--- src/rtl/pcseq_pkg.sv ---
package pcseq_pkg;
  typedef enum logic [2:0] {
    FLOW_SEQ  = 3'd0,
    FLOW_BEQ  = 3'd1,
    FLOW_BNE  = 3'd2,
    FLOW_JMP  = 3'd3,
    FLOW_JAL  = 3'd4,
    FLOW_JREG = 3'd5
  } flow_e;
endpackage

--- src/rtl/pcseq_incr.sv ---
module pcseq_incr #(
  parameter int XLEN = 32
) (
  input  logic [XLEN-1:0] cur,
  output logic [XLEN-1:0] nxt
);
  localparam logic [XLEN-1:0] STEP = XLEN'(4);
  assign nxt = cur + STEP;
endmodule

--- src/rtl/pcseq_branch.sv ---
module pcseq_branch #(
  parameter int XLEN  = 32,
  parameter int OFF_W = 16
) (
  input  logic [XLEN-1:0]  base,
  input  logic [OFF_W-1:0] off,
  input  logic             on_eq,
  input  logic             on_ne,
  input  logic             eq,
  output logic             taken,
  output logic [XLEN-1:0]  target
);
  localparam int EXT_W = XLEN - OFF_W - 2;
  logic [XLEN-1:0] disp;
  assign disp   = {{EXT_W{off[OFF_W-1]}}, off, 2'b00};
  assign target = base + disp;
  assign taken  = (on_eq & eq) | (on_ne & ~eq);
endmodule

--- src/rtl/pcseq_jump.sv ---
module pcseq_jump #(
  parameter int XLEN  = 32,
  parameter int TGT_W = 26
) (
  input  logic [XLEN-TGT_W-3:0] region,
  input  logic [TGT_W-1:0]      idx,
  output logic [XLEN-1:0]       target
);
  assign target = {region, idx, 2'b00};
endmodule

--- src/rtl/pc_sequencer.sv ---
module pc_sequencer
  import pcseq_pkg::*;
#(
  parameter int              XLEN       = 32,
  parameter int              OFF_W      = 16,
  parameter int              TGT_W      = 26,
  parameter logic [XLEN-1:0] START_ADDR = 32'h0040_0000
) (
  input  logic             clk,
  input  logic             rst,
  input  logic [2:0]       flow_sel,
  input  logic [OFF_W-1:0] br_off,
  input  logic [TGT_W-1:0] jmp_idx,
  input  logic [XLEN-1:0]  rs_val,
  input  logic             regs_equal,
  output logic [XLEN-1:0]  pc,
  output logic [XLEN-1:0]  link_addr,
  output logic             link_we,
  output logic             misalign
);
  localparam int REGION_W = XLEN - TGT_W - 2;

  flow_e           kind;
  logic [XLEN-1:0] pc_r, seq_pc, br_tgt, jmp_tgt, nxt;
  logic            br_taken, bad_jr;

  assign kind = flow_e'(flow_sel);

  pcseq_incr #(.XLEN(XLEN)) u_incr (.cur(pc_r), .nxt(seq_pc));

  pcseq_branch #(.XLEN(XLEN), .OFF_W(OFF_W)) u_branch (
    .base(seq_pc), .off(br_off),
    .on_eq(kind == FLOW_BEQ), .on_ne(kind == FLOW_BNE),
    .eq(regs_equal), .taken(br_taken), .target(br_tgt)
  );

  pcseq_jump #(.XLEN(XLEN), .TGT_W(TGT_W)) u_jump (
    .region(pc_r[XLEN-1 -: REGION_W]), .idx(jmp_idx), .target(jmp_tgt)
  );

  assign bad_jr = (kind == FLOW_JREG) && (rs_val[1:0] != 2'b00);

  always_comb begin
    nxt = seq_pc;
    unique case (kind)
      FLOW_BEQ, FLOW_BNE: if (br_taken) nxt = br_tgt;
      FLOW_JMP, FLOW_JAL: nxt = jmp_tgt;
      FLOW_JREG:          nxt = bad_jr ? pc_r : rs_val;
      default:            nxt = seq_pc;
    endcase
  end

  always_ff @(posedge clk) begin
    if (rst) pc_r <= START_ADDR;
    else     pc_r <= nxt;
  end

  assign pc        = pc_r;
  assign link_addr = seq_pc;
  assign link_we   = ~rst & (kind == FLOW_JAL);
  assign misalign  = ~rst & bad_jr;

  // sequential step
  assert_seq_step_R1: assert property (@(posedge clk) disable iff (rst)
    (flow_sel == 3'd0) |=> (pc == $past(pc) + 32'd4));
  // jumps keep the region bits and word alignment
  assert_jump_region_R4: assert property (@(posedge clk) disable iff (rst)
    (flow_sel == 3'd3 || flow_sel == 3'd4) |=>
      (pc[XLEN-1 -: REGION_W] == $past(pc[XLEN-1 -: REGION_W]) && pc[1:0] == 2'b00));
  // link write only for jump-and-link
  assert_link_only_jal_R5: assert property (@(posedge clk) disable iff (rst)
    link_we |-> (flow_sel == 3'd4));
  // a refused register jump holds the PC
  assert_misalign_hold_R7: assert property (@(posedge clk) disable iff (rst)
    misalign |=> $stable(pc));
  // reset loads the start address
  assert_reset_start_R8: assert property (@(posedge clk)
    rst |=> (pc == START_ADDR));
  // side outputs quiet during reset
  assert_reset_quiet_R8: assert property (@(posedge clk)
    rst |-> (!link_we && !misalign));
endmodule

--- config.mk ---
export PLATFORM = sky130hd
export DESIGN_NAME = pc_sequencer
export DESIGN_NICKNAME = d
export VERILOG_FILES = /design/src/rtl/pcseq_pkg.sv /design/src/rtl/pcseq_incr.sv /design/src/rtl/pcseq_branch.sv /design/src/rtl/pcseq_jump.sv /design/src/rtl/pc_sequencer.sv
export SDC_FILE = /design/constraint.sdc
export NUM_CORES = 1
export LEC_CHECK = 0
export ABC_CLOCK_PERIOD_IN_PS = 9700
export CORE_MARGIN = 5
export CORE_UTILIZATION = 69
export CTS_BUF_LIST = sky130_fd_sc_hd__clkbuf_16
export CTS_CLUSTER_SIZE = 25
export DETAILED_ROUTE_END_ITERATION = 6
export DONT_BUFFER_PORTS = 1
export PLACE_DENSITY = 0.85
export SYNTH_ARGS = -nofsm -noshare
export SYNTH_HDL_FRONTEND = slang
export SYNTH_SLANG_ARGS = --single-unit
--- constraint.sdc ---
create_clock -name clk -period 9.7 [get_ports clk]
set_input_delay 0.485 -clock clk [delete_from_list [all_inputs] [get_ports clk]]
set_output_delay 0.485 -clock clk [all_outputs]
set_load 0.1 [all_outputs]
==> results of run 1 <==
routing by layer:
layer  part of all wire  wire length (µm)  vias to the layer above  track usage
li1                   -                 -                     2198            -
met1               0.37              5660                     2295       0.4932
met2               0.47              7160                      348       0.6479
met3               0.13              1965                       62      0.08566
met4              0.034               524                        0       0.1552
met5                  0                 0                        -            0
kinds of logic after synthesis:
logic type,count (synthesis),share of synthesized area
buffers and inverters,53,0.05183
adder cells (fa/ha/maj),35,0.1055
AND/OR/NAND/NOR,210,0.2550
flip-flops,32,0.1517
AO/OA/AOI/OAI,198,0.3359
multiplexers,3,0.007405
XOR/XNOR,43,0.09271
cell usage in the layout (no fill, tap or decap), types with 12 or more instances in the layout:
| master | n |
|---|---|
| a21o_1 | 17 |
| a21oi_1 | 45 |
| a221o_1 | 12 |
| a221oi_1 | 23 |
| buf_4 | 42 |
| dfxtp_1 | 30 |
| ha_1 | 34 |
| inv_1 | 21 |
| nand2_1 | 45 |
| nand3_1 | 26 |
| nor2_1 | 51 |
| nor3_1 | 31 |
| o21ai_0 | 22 |
| xnor2_2 | 19 |
how the worst max path moves through the flow:
stage                        from             endpoint  slack [ns]
2_1_floorplan  pc[9]$_SDFFE_PP0P_  pc[29]$_SDFFE_PP0P_        3.73
3_3_place_gp   pc[3]$_SDFFE_PP0P_  pc[25]$_SDFFE_PP0P_        4.65
3_5_place_dp   pc[4]$_SDFFE_PP0P_  pc[31]$_SDFFE_PP0P_        4.43
4_1_cts        pc[4]$_SDFFE_PP0P_  pc[31]$_SDFFE_PP0P_        4.40
5_1_grt        pc[3]$_SDFFE_PP0P_  pc[25]$_SDFFE_PP0P_        4.03
6_report       pc[3]$_SDFFE_PP0P_  pc[25]$_SDFFE_PP0P_        4.32
where the power goes:
group | switching (µW) | internal (µW) | leakage (µW) | total (µW)
Sequential | 76.5 | 144 | 0.000265 | 221
Combinational | 289 | 122 | 0.00182 | 412
Clock | 64.5 | 120 | 0.0000850 | 184
Total | 430 | 387 | 0.00217 | 817
final cells by class:
cell class / instances / area [µm²] / area share
inverter: 20 / 75.07 / 0.01535
timing repair buffer: 43 / 342.8 / 0.07008
clock buffer: 5 / 125.1 / 0.02558
tap: 75 / 93.84 / 0.01918
clock inverter: 3 / 38.79 / 0.007928
sequential: 32 / 643.1 / 0.1315
multi-input combinational: 489 / 3573 / 0.7304
stage by stage:
| stage | total power (µW) | util | area (µm²) | hold WS, ns |
|---|---|---|---|---|
| 5_1_grt | 846.0 | 0.8263 | 4892 | 0.2709 |
| 3_3_place_gp | 614.6 | 0.7986 | 4728 | 0.5601 |
| 3_5_place_dp | 625.0 | 0.7986 | 4728 | 0.5650 |
| 6_report | 816.8 | 0.8263 | 4892 | 0.2700 |
| 4_1_cts | 806.4 | 0.8263 | 4892 | 0.2710 |
| 2_1_floorplan | 540.9 | - | 4224 | 0.7327 |
==> impl_metrics.py, run 1 <==
metrics = {
    "critical_path": {
        "crit_path_start_kind": "flop",
        "cp.arrival_ns": 5.53,
        "cpLargestDelayFamily": "compound AO/OA/AOI/OAI gates",
        "cp_max_fo": 8,
        "reg2reg_to": "pc[25]$_SDFFE_PP0P_",
        "path_cells": "ha_1, nand2_1, nor2_2, and4_1, xor2_2, buf_4, ha_1, a21oi_1, o31ai_1, a22oi_1, nand2_1, a221oi_2, nand2b_1, mux2i_1, a211oi_1, nor3_1",
        "rr_worst_depth": 16,
        "critPathKind": "reg -> reg",
        "crit_path_end_kind": "flop",
        "critPathBufInv": 1,
        "cpPeakStageDelay_ns": 1.03,
        "worstSetupPathDepth": 16,
        "rrSetupSlack_ns": 4.32,
        "crit_required_ns": 9.85,
        "cp_slowest_cell": "dfxtp_1",
        "r2r_start": "pc[3]$_SDFFE_PP0P_",
    },
    "timing": {
        "worst_pin_slew_ns": 1.209,
        "skew_ns": 0.007854,
        "slew_violations": 0,
        "max_freq_mhz": 185.9,
        "slew_headroom": 0.1932,
        "setup_viol": 0,
        "finalHoldViolations": 0,
        "rsz0062_at_grt": "false",
        "min_period_ns": 5.380,
        "finalSetupTns_ns": 0,
        "setup_ws_ns": 4.320,
        "min_period_over_period": 0.5547,
    },
    "synthesis": {
        "netlist_instances": 574,
        "ys_seq_area_frac": 0.1517,
        "synth_common_cells": "nor2_1, a21oi_1, nand2_1",
        "synth.area.top_cells": "dfxtp_1, ha_1, xnor2_1, a21oi_1, nor2_1",
        "avgSynthCellArea_um2": 7.359,
        "ys_ff_latch": 32,
        "synthMostInstantiatedCell": "nor2_1",
        "yosysTopAreaCell": "dfxtp_1",
        "syn_area_mm2": 0.004224,
        "synth_cell_types": 72,
        "synth_nets": 689,
        "synth_flop_cell": "dfxtp_1",
        "async_reset_ff_frac": 0,
        "synth-edff-count": 0,
        "synth_top_area_share": 0.1517,
        "ys.warnings.count": 0,
    },
    "layout": {
        "largest_reg_flops": 32,
        "area_growth_pct": 15.82,
        "filler_cell_count": 400,
        "num-nets-final": 706,
        "antenna_cells": 0,
        "fin_cells": 667,
        "layout-drive-gt1-share": 0.1807,
    },
    "grt": {
        "antenna_found_initial": 0,
        "grt_max_degree": 36,
        "grt_pass1_vias": 4818,
        "overflow": 0,
        "grt_pass1_wl_um": 24050,
        "grt_usage": 0.3906,
    },
    "route": {
        "drcViolationCount": 0,
        "first_iter_violations": 488,
        "avgRoutedWirePerCell_um": 22.96,
        "num_vias": 4903,
        "dr.pass1.iters": 6,
        "routed_wl_um": 15310,
        "ant_nets": 0,
        "avgViaCountPerCell": 7.351,
    },
    "placed_design": {
        "hpwlAfterDp_um": 11410,
        "gp_congestion": 0.9700,
        "placed_cells": 659,
        "port_buffers": 0,
        "dp_slack_ns": 4.429,
    },
    "clock_tree": {
        "cts_buffers": 5,
        "cts_buffer_depth": 2,
        "clock-sinks": 32,
        "holdBufCountCts": 0,
        "clockRootBuffer": "clkbuf_16",
        "insertion_delay_ns": 0.29,
        "cts_tree": "done",
        "h-tree-depth": 2,
        "cts.clk_slew.worst_paths_ns": 0.06,
        "postCtsSetupRepairBufs": 0,
        "ctsResizeCount": 0,
    },
    "flow_run": {
        "max-cap-violations": 0,
    },
    "die": {
        "start_util": 0.7134,
        "die_w_um": 88.24,
        "pin_count": 146,
        "dieArea_mm2": 0.007786,
        "die_h_um": 88.24,
        "core_area_mm2": 0.005921,
        "rows": 28,
    },
    "min_path": {
        "hold_path_class": "in -> reg",
        "min_path_cells": 1,
        "min_to": "pc[16]$_SDFFE_PP0P_",
        "min_from": "rst",
    },
    "power_and_ir_drop": {
        "peakVddDrop_mv": 0.1440,
        "p_per_area_mw_per_mm2": 167.0,
        "p_leak_uw": 0.002166,
    },
    "run_status": {
        "status": "complete, no violations",
    },
}
No activity file was read; power rests on OpenSTA's default activity.
==> run 2, diff against run 1 <==
Settings changed: ABC_AREA set to 1, ABC_CLOCK_PERIOD_IN_PS 9700 to 4400, CORE_UTILIZATION 69 to 60, PLACE_DENSITY 0.85 to 0.79.
Clock period 9.7 ns to 4.4 ns, I/O delays scaled along.
==> run 2 against run 1 <==
Net effect: synthesized cell count rose by 53%; sequential share of layout area decreased by 1.7 points; wire length increased by 18%; sequential power grew 72%; critical endpoint is now pc[29]$_SDFFE_PP0P_; design area up 15%.
==> impl_metrics.py, run 2 <==
metrics = {
    "layout": {
        "fin_area_mm2": 0.005647,
        "layout_commonest_cell": "nand2_1",
        "area_growth_pct": 15.42,
        "largest_reg_flops": 32,
        "final_cell_mix": "nand2_1, inv_1, nor2_1",
        "antenna_cells": 0,
        "layout-drive-gt1-share": 0.1313,
        "num-nets-final": 1043,
    },
    "critical_path": {
        "reg2reg_to": "pc[29]$_SDFFE_PP0P_",
        "crit_path_end_kind": "flop",
        "worstSetupStartpoint": "pc[4]$_SDFFE_PP0P_",
        "critPathKind": "reg -> reg",
        "cp_max_fo": 5,
        "rr_worst_depth": 19,
        "r2r_start": "pc[4]$_SDFFE_PP0P_",
        "crit_path_start_kind": "flop",
        "rrSetupSlack_ns": 0.58,
        "crit_required_ns": 4.62,
        "crit_end": "pc[29]$_SDFFE_PP0P_",
        "cp.arrival_ns": 4.04,
    },
    "run_status": {
        "status": "complete, no violations",
    },
    "grt": {
        "grt_max_degree": 29,
        "antenna_found_initial": 0,
        "grt_usage": 0.3539,
        "grt_pass1_wl_um": 28330,
        "grt_pass1_vias": 5548,
        "overflow": 0,
    },
    "synthesis": {
        "synth_nets": 992,
        "ys_seq_area_frac": 0.1309,
        "yosysTopAreaCell": "nand2_1",
        "synth_top_family_by_area": "simple AND/OR/NAND/NOR gates",
        "synth.area.top_cells": "nand2_1, dfxtp_1, inv_1, ha_1, a21oi_1",
        "synth_top_area_share": 0.2102,
        "synth_common_cells": "nand2_1, inv_1, nor2_1",
        "synth-edff-count": 0,
        "async_reset_ff_frac": 0,
        "avgSynthCellArea_um2": 5.578,
        "ys.warnings.count": 0,
        "ys_ff_latch": 32,
        "synth_cell_types": 45,
        "syn_area_mm2": 0.004892,
        "netlist_instances": 877,
        "synth_fa_ha_area_frac": 0.09105,
        "synth_compound_area_frac": 0.1854,
        "synthSimpleGateAreaFrac": 0.4199,
        "synth_xor_area_frac": 0.04118,
        "synthMostInstantiatedCell": "nand2_1",
        "synth.area.mux_share": 0,
        "synth_flop_cell": "dfxtp_1",
    },
    "placed_design": {
        "hpwlAfterDp_um": 14790,
        "gp_congestion": 1.026,
        "placed_area_mm2": 0.005474,
        "port_buffers": 0,
    },
    "route": {
        "num_vias": 6097,
        "first_iter_violations": 666,
        "routed_wl_um": 18120,
        "ant_nets": 0,
        "dr.pass1.iters": 5,
        "drcViolationCount": 0,
        "avgRoutedWirePerCell_um": 17.52,
        "avgViaCountPerCell": 5.897,
    },
    "clock_tree": {
        "cts.clk_slew.worst_paths_ns": 0.06,
        "clockRootBuffer": "clkbuf_16",
        "holdBufCountCts": 1,
        "ctsResizeCount": 0,
        "clock-sinks": 32,
        "postCtsSetupRepairBufs": 0,
        "cts_buffer_depth": 2,
        "cts_buffers": 5,
        "insertion_delay_ns": 0.28,
        "cts_tree": "done",
        "h-tree-depth": 2,
    },
    "timing": {
        "max_freq_mhz": 261.8,
        "min_period_ns": 3.820,
        "rsz0062_at_grt": "false",
        "skew_ns": 0.004462,
        "finalHoldViolations": 0,
        "worst_pin_slew_ns": 1.018,
        "slew_violations": 0,
        "setup_viol": 0,
        "slew_headroom": 0.3210,
        "min_period_over_period": 0.8683,
        "finalSetupTns_ns": 0,
    },
    "power_and_ir_drop": {
        "p_total_uw": 2303,
        "p_per_area_mw_per_mm2": 407.8,
        "p_leak_uw": 0.003063,
        "peakVddDrop_mv": 0.3404,
    },
    "min_path": {
        "hold_path_class": "in -> reg",
        "min_from": "rst",
    },
    "die": {
        "die_h_um": 100.3,
        "dieArea_mm2": 0.01006,
        "pin_count": 146,
        "rows": 33,
        "die_w_um": 100.3,
        "core_area_mm2": 0.008093,
        "start_util": 0.6045,
    },
    "flow_run": {
        "max-cap-violations": 0,
    },
}
-- run 2: cell type report --
cell class	count	area, µm²
Fill cell	772	2446
Inverter	147	551.8
Clock inverter	3	37.54
Timing Repair Buffer	63	493.0
Tap cell	105	131.4
Multi-Input combinational cell	679	3664
Clock buffer	5	125.1
Sequential cell	32	644.4
-- run 2: critical path, cell delays in order (launching register included) --
cell and delay, ns:
dfxtp_1 0.41, buf_4 0.34, nand2_1 0.12, nor2_1 0.23
and3_1 0.30, xor2_1 0.36, inv_1 0.11, ha_1 0.40
nand2_1 0.13, nor2_1 0.27, nand2_1 0.15, nor4_1 0.19
nand2_1 0.15, nand2_1 0.09, nand2_1 0.05, nand3_1 0.11
nand2_1 0.10, nand2_1 0.07, nand2_1 0.06, a21oi_1 0.12
-- run 2: how the worst min path moves through the flow --
stage | to | slack, ns | cells past startpoint
6_report | pc[30]$_SDFFE_PP0P_ | 0.001 | 1
5_1_grt | pc[28]$_SDFFE_PP0P_ | 0.002 | 1
4_1_cts | pc[30]$_SDFFE_PP0P_ | 0.003 | 1
3_5_place_dp | pc[31]$_SDFFE_PP0P_ | 0.29 | 1
3_3_place_gp | pc[31]$_SDFFE_PP0P_ | 0.29 | 1
2_1_floorplan | pc[31]$_SDFFE_PP0P_ | 0.43 | 2
-- run 2: kinds of logic (layout without fill, tap and decap cells) --
family	after synthesis	after routing
compound gates	153	153
xor+xnor	23	23
fa+ha+maj	35	35
buf+inv	166	218
flops	32	32
simple gates	468	468
-- run 2: stage by stage --
stage / utilization / hold WS, ns / instances / setup slack (ns)
3_3_place_gp: 0.6764 / 0.2866 / 1025 / 0.7158
2_1_floorplan: - / 0.4293 / 877 / 0.1268
5_1_grt: 0.6977 / 0.002218 / 1034 / 0.1911
4_1_cts: 0.6977 / 0.002906 / 1034 / 0.7075
3_5_place_dp: 0.6764 / 0.2902 / 1025 / 0.7237
6_report: 0.6977 / 0.001418 / 1034 / 0.5796
-- run 2: where the power goes --
group	switching [µW]	internal [µW]
Clock	136	263
Combinational	1170	354
Sequential	49.6	330
-- run 2: metal layers --
metal | routed length, µm | vias up | track usage
li1 | - | 2949 | -
met1 | 7489 | 2772 | 0.5019
met2 | 8112 | 333 | 0.5581
met3 | 2066 | 43 | 0.05351
met4 | 445 | 0 | 0.09430
met5 | 0 | - | 0
